## config.mk

```make
export PLATFORM = sky130hd
export DESIGN_NAME = pciw_outwin_decoder
export DESIGN_NICKNAME = d
export VERILOG_FILES = /design/src/rtl/pciw_pkg.sv /design/src/rtl/pciw_ctrl_regs.sv /design/src/rtl/pciw_addr_slice.sv /design/src/rtl/pciw_win_gate.sv /design/src/rtl/pciw_outwin_decoder.sv
export SDC_FILE = /design/constraint.sdc
export NUM_CORES = 1
export LEC_CHECK = 0
export ABC_AREA = 1
export BUFFER_PORTS_ARGS = -buffer_cell sky130_fd_sc_hd__buf_2
export CAP_MARGIN = 25
export CORE_ASPECT_RATIO = 1.1
export CORE_MARGIN = 2
export CORE_UTILIZATION = 46
export DETAILED_ROUTE_END_ITERATION = 10
export PLACE_DENSITY = 0.9
export REMOVE_ABC_BUFFERS = 1
export SLEW_MARGIN = 20
export SYNTH_ARGS = -nofsm -noshare
export SYNTH_HDL_FRONTEND = slang
export SYNTH_HIERARCHICAL = 1
export SYNTH_SLANG_ARGS = --single-unit
```

## constraint.sdc

```tcl
create_clock -name clk -period 1.5 [get_ports clk]
set_input_delay 0.075 -clock clk [delete_from_list [all_inputs] [get_ports clk]]
set_output_delay 0.075 -clock clk [all_outputs]
set_load 0.02 [all_outputs]
```

## src/rtl/pciw_pkg.sv

```systemverilog
package pciw_pkg;

    // Forwarding mode machine
    typedef enum logic {
        FWD_BLOCKED = 1'b0,
        FWD_PASS    = 1'b1
    } fwd_state_e;

    // Register write target
    typedef enum logic {
        SEL_IOCTRL = 1'b0,
        SEL_WINEN  = 1'b1
    } reg_sel_e;

endpackage

```

## src/rtl/pciw_ctrl_regs.sv

```systemverilog
module pciw_ctrl_regs
    import pciw_pkg::*;
#(
    parameter int unsigned REG_W    = 32,
    parameter int unsigned MODE_LSB = 7,
    parameter int unsigned MODE_W   = 2,
    parameter int unsigned MODE_ON  = 1
) (
    input  logic             clk,
    input  logic             rst_n,
    input  logic             wr_en,
    input  logic             wr_sel,
    input  logic [REG_W-1:0] wr_data,
    output logic             fwd_on,
    output logic [REG_W-1:0] win_en
);

    // Bits 0 and REG_W-1 are reserved windows and can never open
    localparam logic [REG_W-1:0] KEEP_MASK =
        ~({{(REG_W-1){1'b0}}, 1'b1} | {1'b1, {(REG_W-1){1'b0}}});

    fwd_state_e       st_q, st_d;
    logic [REG_W-1:0] en_q;
    logic             ctrl_wr;
    logic             en_wr;
    logic             mode_match;

    assign ctrl_wr    = wr_en && (reg_sel_e'(wr_sel) == SEL_IOCTRL);
    assign en_wr      = wr_en && (reg_sel_e'(wr_sel) == SEL_WINEN);
    assign mode_match = (wr_data[MODE_LSB +: MODE_W] == MODE_W'(MODE_ON));

    // State register
    always_ff @(posedge clk) begin
        if (!rst_n) begin
            st_q <= FWD_BLOCKED;
        end else begin
            st_q <= st_d;
        end
    end

    // Transitions: EV_OPEN and EV_CLOSE
    always_comb begin
        st_d = st_q;
        unique case (st_q)
            FWD_BLOCKED: begin
                if (ctrl_wr && mode_match) begin
                    st_d = FWD_PASS;
                end
            end
            FWD_PASS: begin
                if (ctrl_wr && !mode_match) begin
                    st_d = FWD_BLOCKED;
                end
            end
            default: st_d = FWD_BLOCKED;
        endcase
    end

    // Outputs of the mode machine
    always_comb begin
        fwd_on = (st_q == FWD_PASS);
    end

    // Window-enable register, stored raw and masked on the way out
    always_ff @(posedge clk) begin
        if (!rst_n) begin
            en_q <= '0;
        end else if (en_wr) begin
            en_q <= wr_data;
        end
    end

    assign win_en = en_q & KEEP_MASK;

endmodule

```

## src/rtl/pciw_addr_slice.sv

```systemverilog
module pciw_addr_slice #(
    parameter int unsigned REGION_W   = 4,
    parameter int unsigned REGION_VAL = 15,
    parameter int unsigned IDX_W      = 5
) (
    input  logic [REGION_W+IDX_W-1:0] addr_tag,
    output logic                      in_region,
    output logic [IDX_W-1:0]          idx
);

    localparam int unsigned TAG_W = REGION_W + IDX_W;

    assign in_region = (addr_tag[TAG_W-1 -: REGION_W] == REGION_W'(REGION_VAL));
    assign idx       = in_region ? addr_tag[IDX_W-1:0] : '0;

endmodule

```

## src/rtl/pciw_win_gate.sv

```systemverilog
module pciw_win_gate #(
    parameter int unsigned IDX_W = 5
) (
    input  logic                  fwd_on,
    input  logic [(1<<IDX_W)-1:0] win_en,
    input  logic                  in_region,
    input  logic                  valid,
    input  logic [IDX_W-1:0]      idx,
    output logic                  hit
);

    localparam int unsigned N_WIN = 1 << IDX_W;

    logic [N_WIN-1:0] open_vec;

    for (genvar g = 0; g < N_WIN; g++) begin : g_win
        assign open_vec[g] = fwd_on & win_en[g];
    end

    assign hit = valid & in_region & open_vec[idx];

endmodule

```

## src/rtl/pciw_outwin_decoder.sv

```systemverilog
module pciw_outwin_decoder #(
    parameter int unsigned ADDR_W     = 32,
    parameter int unsigned REG_W      = 32,
    parameter int unsigned REGION_W   = 4,
    parameter int unsigned REGION_VAL = 15,
    parameter int unsigned MODE_LSB   = 7,
    parameter int unsigned MODE_W     = 2,
    parameter int unsigned MODE_ON    = 1
) (
    input  logic                     clk,
    input  logic                     rst_n,
    input  logic                     reg_wr_en,
    input  logic                     reg_wr_sel,
    input  logic [REG_W-1:0]         reg_wr_data,
    input  logic [ADDR_W-1:0]        cpu_addr,
    input  logic                     cpu_valid,
    output logic                     fwd_hit,
    output logic [$clog2(REG_W)-1:0] win_idx
);

    localparam int unsigned IDX_W = $clog2(REG_W);
    localparam int unsigned TAG_W = REGION_W + IDX_W;

    logic             fwd_on;
    logic [REG_W-1:0] win_en;
    logic             in_region;
    logic [IDX_W-1:0] idx;

    pciw_ctrl_regs #(
        .REG_W   (REG_W),
        .MODE_LSB(MODE_LSB),
        .MODE_W  (MODE_W),
        .MODE_ON (MODE_ON)
    ) u_regs (
        .clk    (clk),
        .rst_n  (rst_n),
        .wr_en  (reg_wr_en),
        .wr_sel (reg_wr_sel),
        .wr_data(reg_wr_data),
        .fwd_on (fwd_on),
        .win_en (win_en)
    );

    pciw_addr_slice #(
        .REGION_W  (REGION_W),
        .REGION_VAL(REGION_VAL),
        .IDX_W     (IDX_W)
    ) u_slice (
        .addr_tag (cpu_addr[ADDR_W-1 -: TAG_W]),
        .in_region(in_region),
        .idx      (idx)
    );

    pciw_win_gate #(
        .IDX_W(IDX_W)
    ) u_gate (
        .fwd_on   (fwd_on),
        .win_en   (win_en),
        .in_region(in_region),
        .valid    (cpu_valid),
        .idx      (idx),
        .hit      (fwd_hit)
    );

    assign win_idx = idx;

endmodule

```

==> results of run 1 <==
## placed cells by master (no fill, tap or decap), types with 2 or more instances in the layout
cell type / instances
nand2_4: 2
conb_1: 2
buf_2: 46
nor2_2: 3
nand2_1: 49
nor3_2: 4
inv_1: 11
buf_4: 7
dfxtp_2: 3
nor2_1: 38
buf_6: 5
a21oi_1: 30
nand3_1: 18
dfxtp_1: 28
dlygate4sd3_1: 29
clkbuf_4: 5
o21ai_1: 33
clkbuf_16: 2
## worst min-delay path by stage
stage,slack (ns),cells after the start,end
2_1_floorplan,0.20,2,register
3_3_place_gp,0.31,3,u_regs/en_q[20]
3_5_place_dp,0.32,3,u_regs/en_q[21]
4_1_cts,0.02,3,u_regs/en_q[7]
5_1_grt,0.05,3,u_regs/en_q[7]
6_report,0.06,3,u_regs/en_q[7]
## cells by family (layout without fill, tap and decap cells)
kind of cell | count (synthesis) | count (layout) | share of synthesized area
simple gates | 116 | 116 | 0.3052
compound gates | 63 | 63 | 0.1937
flops | 31 | 31 | 0.3812
buf+inv | 31 | 109 | 0.1176
other cells | 1 | 2 | 0.002304
## power breakdown
group / internal (µW) / leakage (µW) / total (µW) / switching [µW]
logic: 185 / 0.000767 / 370 / 185
clock network: 166 / 0.0000242 / 412 / 246
registers: 879 / 0.000257 / 907 / 28.1
## layout make-up
cell class,instances,area (µm²)
fillers,285,1033
repair buffers,90,699.4
inverters,13,56.30
well taps,48,60.06
clock buffers,6,41.29
multi-input cells,181,843.3
flip-flops and latches,31,624.3
## metal layers
layer  up-vias  part of all wire  track usage
met4         0             0.015      0.07880
met5         -                 0            0
met3        10             0.093      0.06067
li1        949                 -            -
met2       101              0.50       0.3723
met1       820              0.39       0.2813
## worst max-delay path, stage by stage
cell and delay (ns):
buf_2 0.11, nand2_4 0.09, nor3_4 0.04, buf_6 0.13, buf_12 0.14, inv_8 0.10
nand2_1 0.06, nand3_1 0.07, nand2_1 0.08, nand2_1 0.08, nand2_1 0.08, nor2_2 0.14
nor2_2 0.06, nor2_2 0.11, buf_6 0.13
## through the flow
stage	hold WS, ns	cells
finish	0.05695	369
detailed placement	0.3154	330
global placement	0.3122	330
global route	0.04796	369
CTS	0.02442	365
floorplan	0.1954	225
## cell usage after synthesis, drive strengths merged
| master | n |
|---|---|
| nand2 | 51 |
| nor2 | 41 |
| o21ai | 33 |
| dfxtp | 31 |
| a21oi | 30 |
| nand3 | 18 |
| buf | 17 |
| inv | 13 |
| nor3 | 5 |
| and3 | 1 |
| clkbuf | 1 |
| conb | 1 |
## repair_timing
item,in CTS,in global routing
pin swaps,0,11
setup buffers,0,1
hold endpoints to repair,29,0
resized for setup,1,13
gates cloned,0,3
hold buffers,29,0
setup endpoints to repair,1,1
==> summary.md, run 1 <==
| Metric | Value |
|---|---|
| Post-synthesis instance total | `242` |
| DR pass1 iterations | `4` |
| Final setup vio count | `1` |
| Reg2reg start | `u_regs/en_q[26]` |
| Setup_tns | `-0.05859 ns` |
| R2r endpoint | `u_regs/en_q[26]` |
| Die Wd | `60.72 µm` |
| Via count | `1880` |
| Num ports | `75` |
| Hold path start | `reg_wr_data[7]` |
| # port buffers | `49` |
| Startpoint types | `input pin` |
| Synth top area share | `0.3812` |
| Critical path arrival | `1.48 ns` |
| Avg Cell Area, Syn | `6.726 µm²` |
| Worst Setup SP | `cpu_addr[30]` |
| Synth warn | `6` |
| Worst EP required | `1.42 ns` |
| DRC violations left | `0` |
| R2r setup slk | `0.81 ns` |
| DP Area | `1874 µm²` |
| H-tree depth | `2` |
| Global route total overflow | `0` |
| Slew Limit Fails | `0` |
| Core area | `3358 µm²` |
| Setup Skew | `0 ns` |
| HPWL Detailed | `2.641 mm` |
| Fin util | `0.6923` |
| IR drop worst, VDD | `0.5134 mV` |
| Area Growth Syn to Fin | `42.81%` |
| Fraction of layout cells with a size suffix above 1 | `0.2523` |
| CP endpoint | `fwd_hit` |
| TritonCTS clock tree | `built` |
| Failing checks | `negative setup slack` |
| Synth area leader | `dfxtp_1` |
| Top cells by area, synth | `dfxtp_1 (38%), nand2_1 (11%), o21ai_1 (10%)` |
| RSZ-0062 raised after global routing | `yes` |
| Initial antenna violation count | `0` |
| FF-to-FF path depth | `2` |
| Die Y | `66.39 µm` |
| Regs by FF count | `u_regs/en_q x30` |
| Largest net degree at the start of global routing | `32` |
| Std cell rows | `22` |
| Initial core utilization | `0.4847` |
| Layout Nets | `391` |
| Netlist cell types | `18` |
| Finished Cell Area | `2325 µm²` |
| Vias in the first global route | `1629` |
| Post-synth design cell area | `1628 µm²` |
| CTS sink cnt | `31` |
| HP Class | `input pin to register` |
| Vias/cell | `5.095` |
| Register bit total from synthesis | `31` |
| Max Root-Sink Buffers | `2` |
| Pwr/cell area | `726.4 nW/µm²` |
| Final period util | `1.039` |
| Worst-path clk slew | `0.08 ns` |
| Pre-CTS setup slack | `-0.01048 ns` |
| CP Max Fanout | `16` |
| Peak Freq | `641.6 MHz` |
| CP Capture Type | `output port` |
| Placer Congestion | `0.9767` |
| Die area | `4031 µm²` |
| Largest register by flop count | `u_regs/en_q` |
| Final worst slack | `-0.05859 ns` |
| Skew-Pair Late Insertion Delay | `0.32 ns` |
| WL/cell | `12.76 µm` |
| Routed WL | `4.707 mm` |
| First-pass GRT wire length | `6.865 mm` |
| ANT cells | `0` |
| Final min period | `1.559 ns` |
| Status | `complete, but fails checks` |
| Initial DRC count | `110` |
| Seq/Total Area, Yosys | `0.3812` |
| Max reg flops | `30` |
| Num CTS Buffers | `5` |
| Antenna-violating nets left | `0` |
| Leakage | `0.001048 µW` |
| Clk root buf | `clkbuf_4` |
| Maxcap violations | `0` |
| Final hold violation count | `0` |
| Crit Path Category | `input pin to output port` |
| Overall power | `1689 µW` |
| Global-route usage over all layers | `0.2269` |
No activity file was read; power rests on OpenSTA's default activity.
==> inputs of run 2 (changes only) <==
==> constraint.sdc (replaced) <==
create_clock -name clk -period 1.5 [get_ports clk]
set_input_delay 0.075 -clock clk [delete_from_list [all_inputs] [get_ports clk]]
set_output_delay 0.075 -clock clk [all_outputs]
set_load 0.05 [all_outputs]
==> run 2 against run 1 <==
- clock-buffer cell count unchanged
- highest routed layer unchanged
- global-route usage up 0.30 points
- first-iteration DRC count fell by 35%
- sequential power about the same
- non-clock buffer count is 1 lower
- the flow still finishes with violations (negative setup slack)
==> summary.md, run 2 (same netlist as run 1, synthesis figures left out) <==
| Metric | Value |
|---|---|
| Status | `complete, but fails checks` |
| Failing checks | `negative setup slack` |
| Highest routed layer | `met4` |
| Vias/cell | `4.992 (-2.0%)` |
| Skew-Pair Late Insertion Delay | `0.34 ns (+0.02 ns)` |
| Multi-input logic area | `843.3 µm² (unchanged)` |
| Maxcap violations | `0 (unchanged)` |
| Max Root-Sink Buffers | `2 (unchanged)` |
| Peak Freq | `636.2 MHz (-0.84%)` |
| H-tree depth | `2 (unchanged)` |
| Setup_tns | `-0.07179 ns (-0.01320 ns)` |
| CP Capture Type | `output port` |
| Routed WL | `4.437 mm (-5.7%)` |
| Die Wd | `60.72 µm (unchanged)` |
| Final period util | `1.048 (+0.008801)` |
| CP Max Fanout | `16 (unchanged)` |
| Regs by FF count | `u_regs/en_q x30` |
| Startpoint types | `input pin` |
| Vias in the first global route | `1620 (-0.55%)` |
| RSZ-0062 raised after global routing | `yes` |
| HPWL Detailed | `2.634 mm (-0.28%)` |
| Initial core utilization | `0.4847 (unchanged)` |
| Num CTS Buffers | `5 (unchanged)` |
| Switching part of the total | `0.2783 (+0.006494)` |
| Die area | `4031 µm² (unchanged)` |
| DR pass1 iterations | `4 (unchanged)` |
| Commonest non-fill, non-tap cell in the layout | `nand2_1` |
| Reg power frac | `0.534 (-0.003)` |
| TritonCTS clock tree | `built` |
| M1 WL | `1.869 mm (+2.4%)` |
| Die Y | `66.39 µm (unchanged)` |
| Core area | `3358 µm² (unchanged)` |
| Clk root buf | `clkbuf_4` |
| Switching power | `471.8 µW (+2.8%)` |
| ANT cells | `0 (unchanged)` |
| Placer Congestion | `0.9774 (about the same)` |
| Layout Nets | `390 (-0.26%)` |
| Metal2 WL | `2.134 mm (-10%)` |
| Area Growth Syn to Fin | `40.20%` |
| Leakage | `0.001033 µW (-1.4%)` |
| Critical path arrival | `1.50 ns (+0.02 ns)` |
| Final worst slack | `-0.07179 ns (-0.01320 ns)` |
| DP Area | `1874 µm² (unchanged)` |
| Fraction of layout cells with a size suffix above 1 | `0.2469 (-0.005461)` |
| Initial antenna violation count | `0 (unchanged)` |
| Seq. cell area | `623.1 µm² (-0.20%)` |
| Clock share of power | `0.251 (+0.007)` |
| Via count | `1837 (-2.3%)` |
| Finished Cell Area | `2282 µm² (-1.8%)` |
| Initial DRC count | `71 (-35%)` |
| Setup Skew | `0 ns (unchanged)` |
| Antenna-violating nets left | `0 (unchanged)` |
| First-pass GRT wire length | `6.886 mm (+0.31%)` |
| CTS sink cnt | `31 (unchanged)` |
| Max reg flops | `30 (unchanged)` |
| Final setup vio count | `1 (unchanged)` |
| Combinational power share | `0.214 (-0.005)` |
| Commonest non-fill, non-tap cells in the layout | `nand2_1 (49), buf_2 (48), nor2_1 (38)` |
| Routed length on met3 | `334 µm (-24%)` |
| Global route total overflow | `0 (unchanged)` |
| Fill cells | `306 (+7.4%)` |
| Worst EP required | `1.42 ns (about the same)` |
| Largest register by flop count | `u_regs/en_q` |
| Worst-path clk slew | `0.09 ns (about the same)` |
| WL/cell | `12.06 µm (-5.5%)` |
| Num ports | `75 (unchanged)` |
| Largest net degree at the start of global routing | `32 (unchanged)` |
| Int Power | `1224 µW (-0.50%)` |
| HP Class | `input pin to register` |
| Std cell rows | `22 (unchanged)` |
| Final hold violation count | `0 (unchanged)` |
| Slew Limit Fails | `0 (unchanged)` |
| # port buffers | `49 (unchanged)` |
| IR drop worst, VDD | `0.5482 mV (+6.8%)` |
| Final min period | `1.572 ns (+0.01320 ns)` |
| Pwr/cell area | `742.8 nW/µm² (+2.3%)` |
| Global-route usage over all layers | `0.2299 (+0.002954)` |
| DRC violations left | `0 (unchanged)` |
| Crit Path Category | `input pin to output port` |
-- run 2: area by class of cell --
| class | count | share of cell area |
|---|---|---|
| repair buffers | 89 | 0.2884 |
| multi-input cells | 181 | 0.3695 |
| clock buffers | 6 | 0.01809 |
| well taps | 48 | 0.02632 |
| flip-flops and latches | 31 | 0.2730 |
| inverters | 13 | 0.02467 |
-- run 2: repair_timing --
action,CTS,global route
buffers inserted,0,1
hold endpoints to repair,29,0
pin swaps,1,2
gates resized for setup,6,4
hold buffers,29,0
cloned,0,2
endpoints found under the setup margin,1,1
-- run 2: power by group through the flow --
stage	Combinational (µW)	Sequential, µW	Clock [µW]
floorplan	158	917	0
global placement	280	921	0
detailed placement	288	923	0
CTS	347	904	436
global route	405	912	474
finish	363	906	426
-- run 2: per-layer routing --
metal	GRT usage	up-vias
li1	-	944
met1	0.2736	794
met2	0.3844	84
met3	0.06654	15
met4	0.08424	0
met5	0	-
-- run 2: path summary, 6_finish.rpt --
path | from | end | slack [ns] | cells after the start
setup / recovery | cpu_addr[30] | fwd_hit | -0.07 | 15
hold / removal | reg_wr_data[7] | u_regs/en_q[7] | 0.02 | 3
setup reg to reg | u_regs/en_q[26] | u_regs/en_q[26] | 0.85 | 2
hold reg to reg | u_regs/en_q[25] | u_regs/en_q[25] | 0.49 | 2
-- run 2: through the flow --
step | setup slack, ns | hold slack, ns | cells | total power, µW | util
2_1_floorplan | -1.233 | 0.1954 | 225 | 1075 | -
3_3_place_gp | -0.08377 | 0.3122 | 330 | 1201 | 0.5581
3_5_place_dp | -0.09682 | 0.3158 | 330 | 1210 | 0.5581
4_1_cts | 0.0009214 | 0.02198 | 365 | 1688 | 0.6621
5_1_grt | -0.1850 | 0.05705 | 368 | 1791 | 0.6796
6_report | -0.07179 | 0.02190 | 368 | 1695 | 0.6796
-- run 2: critical path, cell delays in order --
cell and delay, ns:
buf_2 0.11, nand2_4 0.09, nor3_4 0.04, buf_4 0.16, buf_12 0.14, inv_8 0.10, nand2_1 0.08, nand3_1 0.10
nand2_1 0.06, nand2_1 0.05, nand3_1 0.07, nand3_1 0.07, nand2_1 0.06, nor2_2 0.11, buf_6 0.17
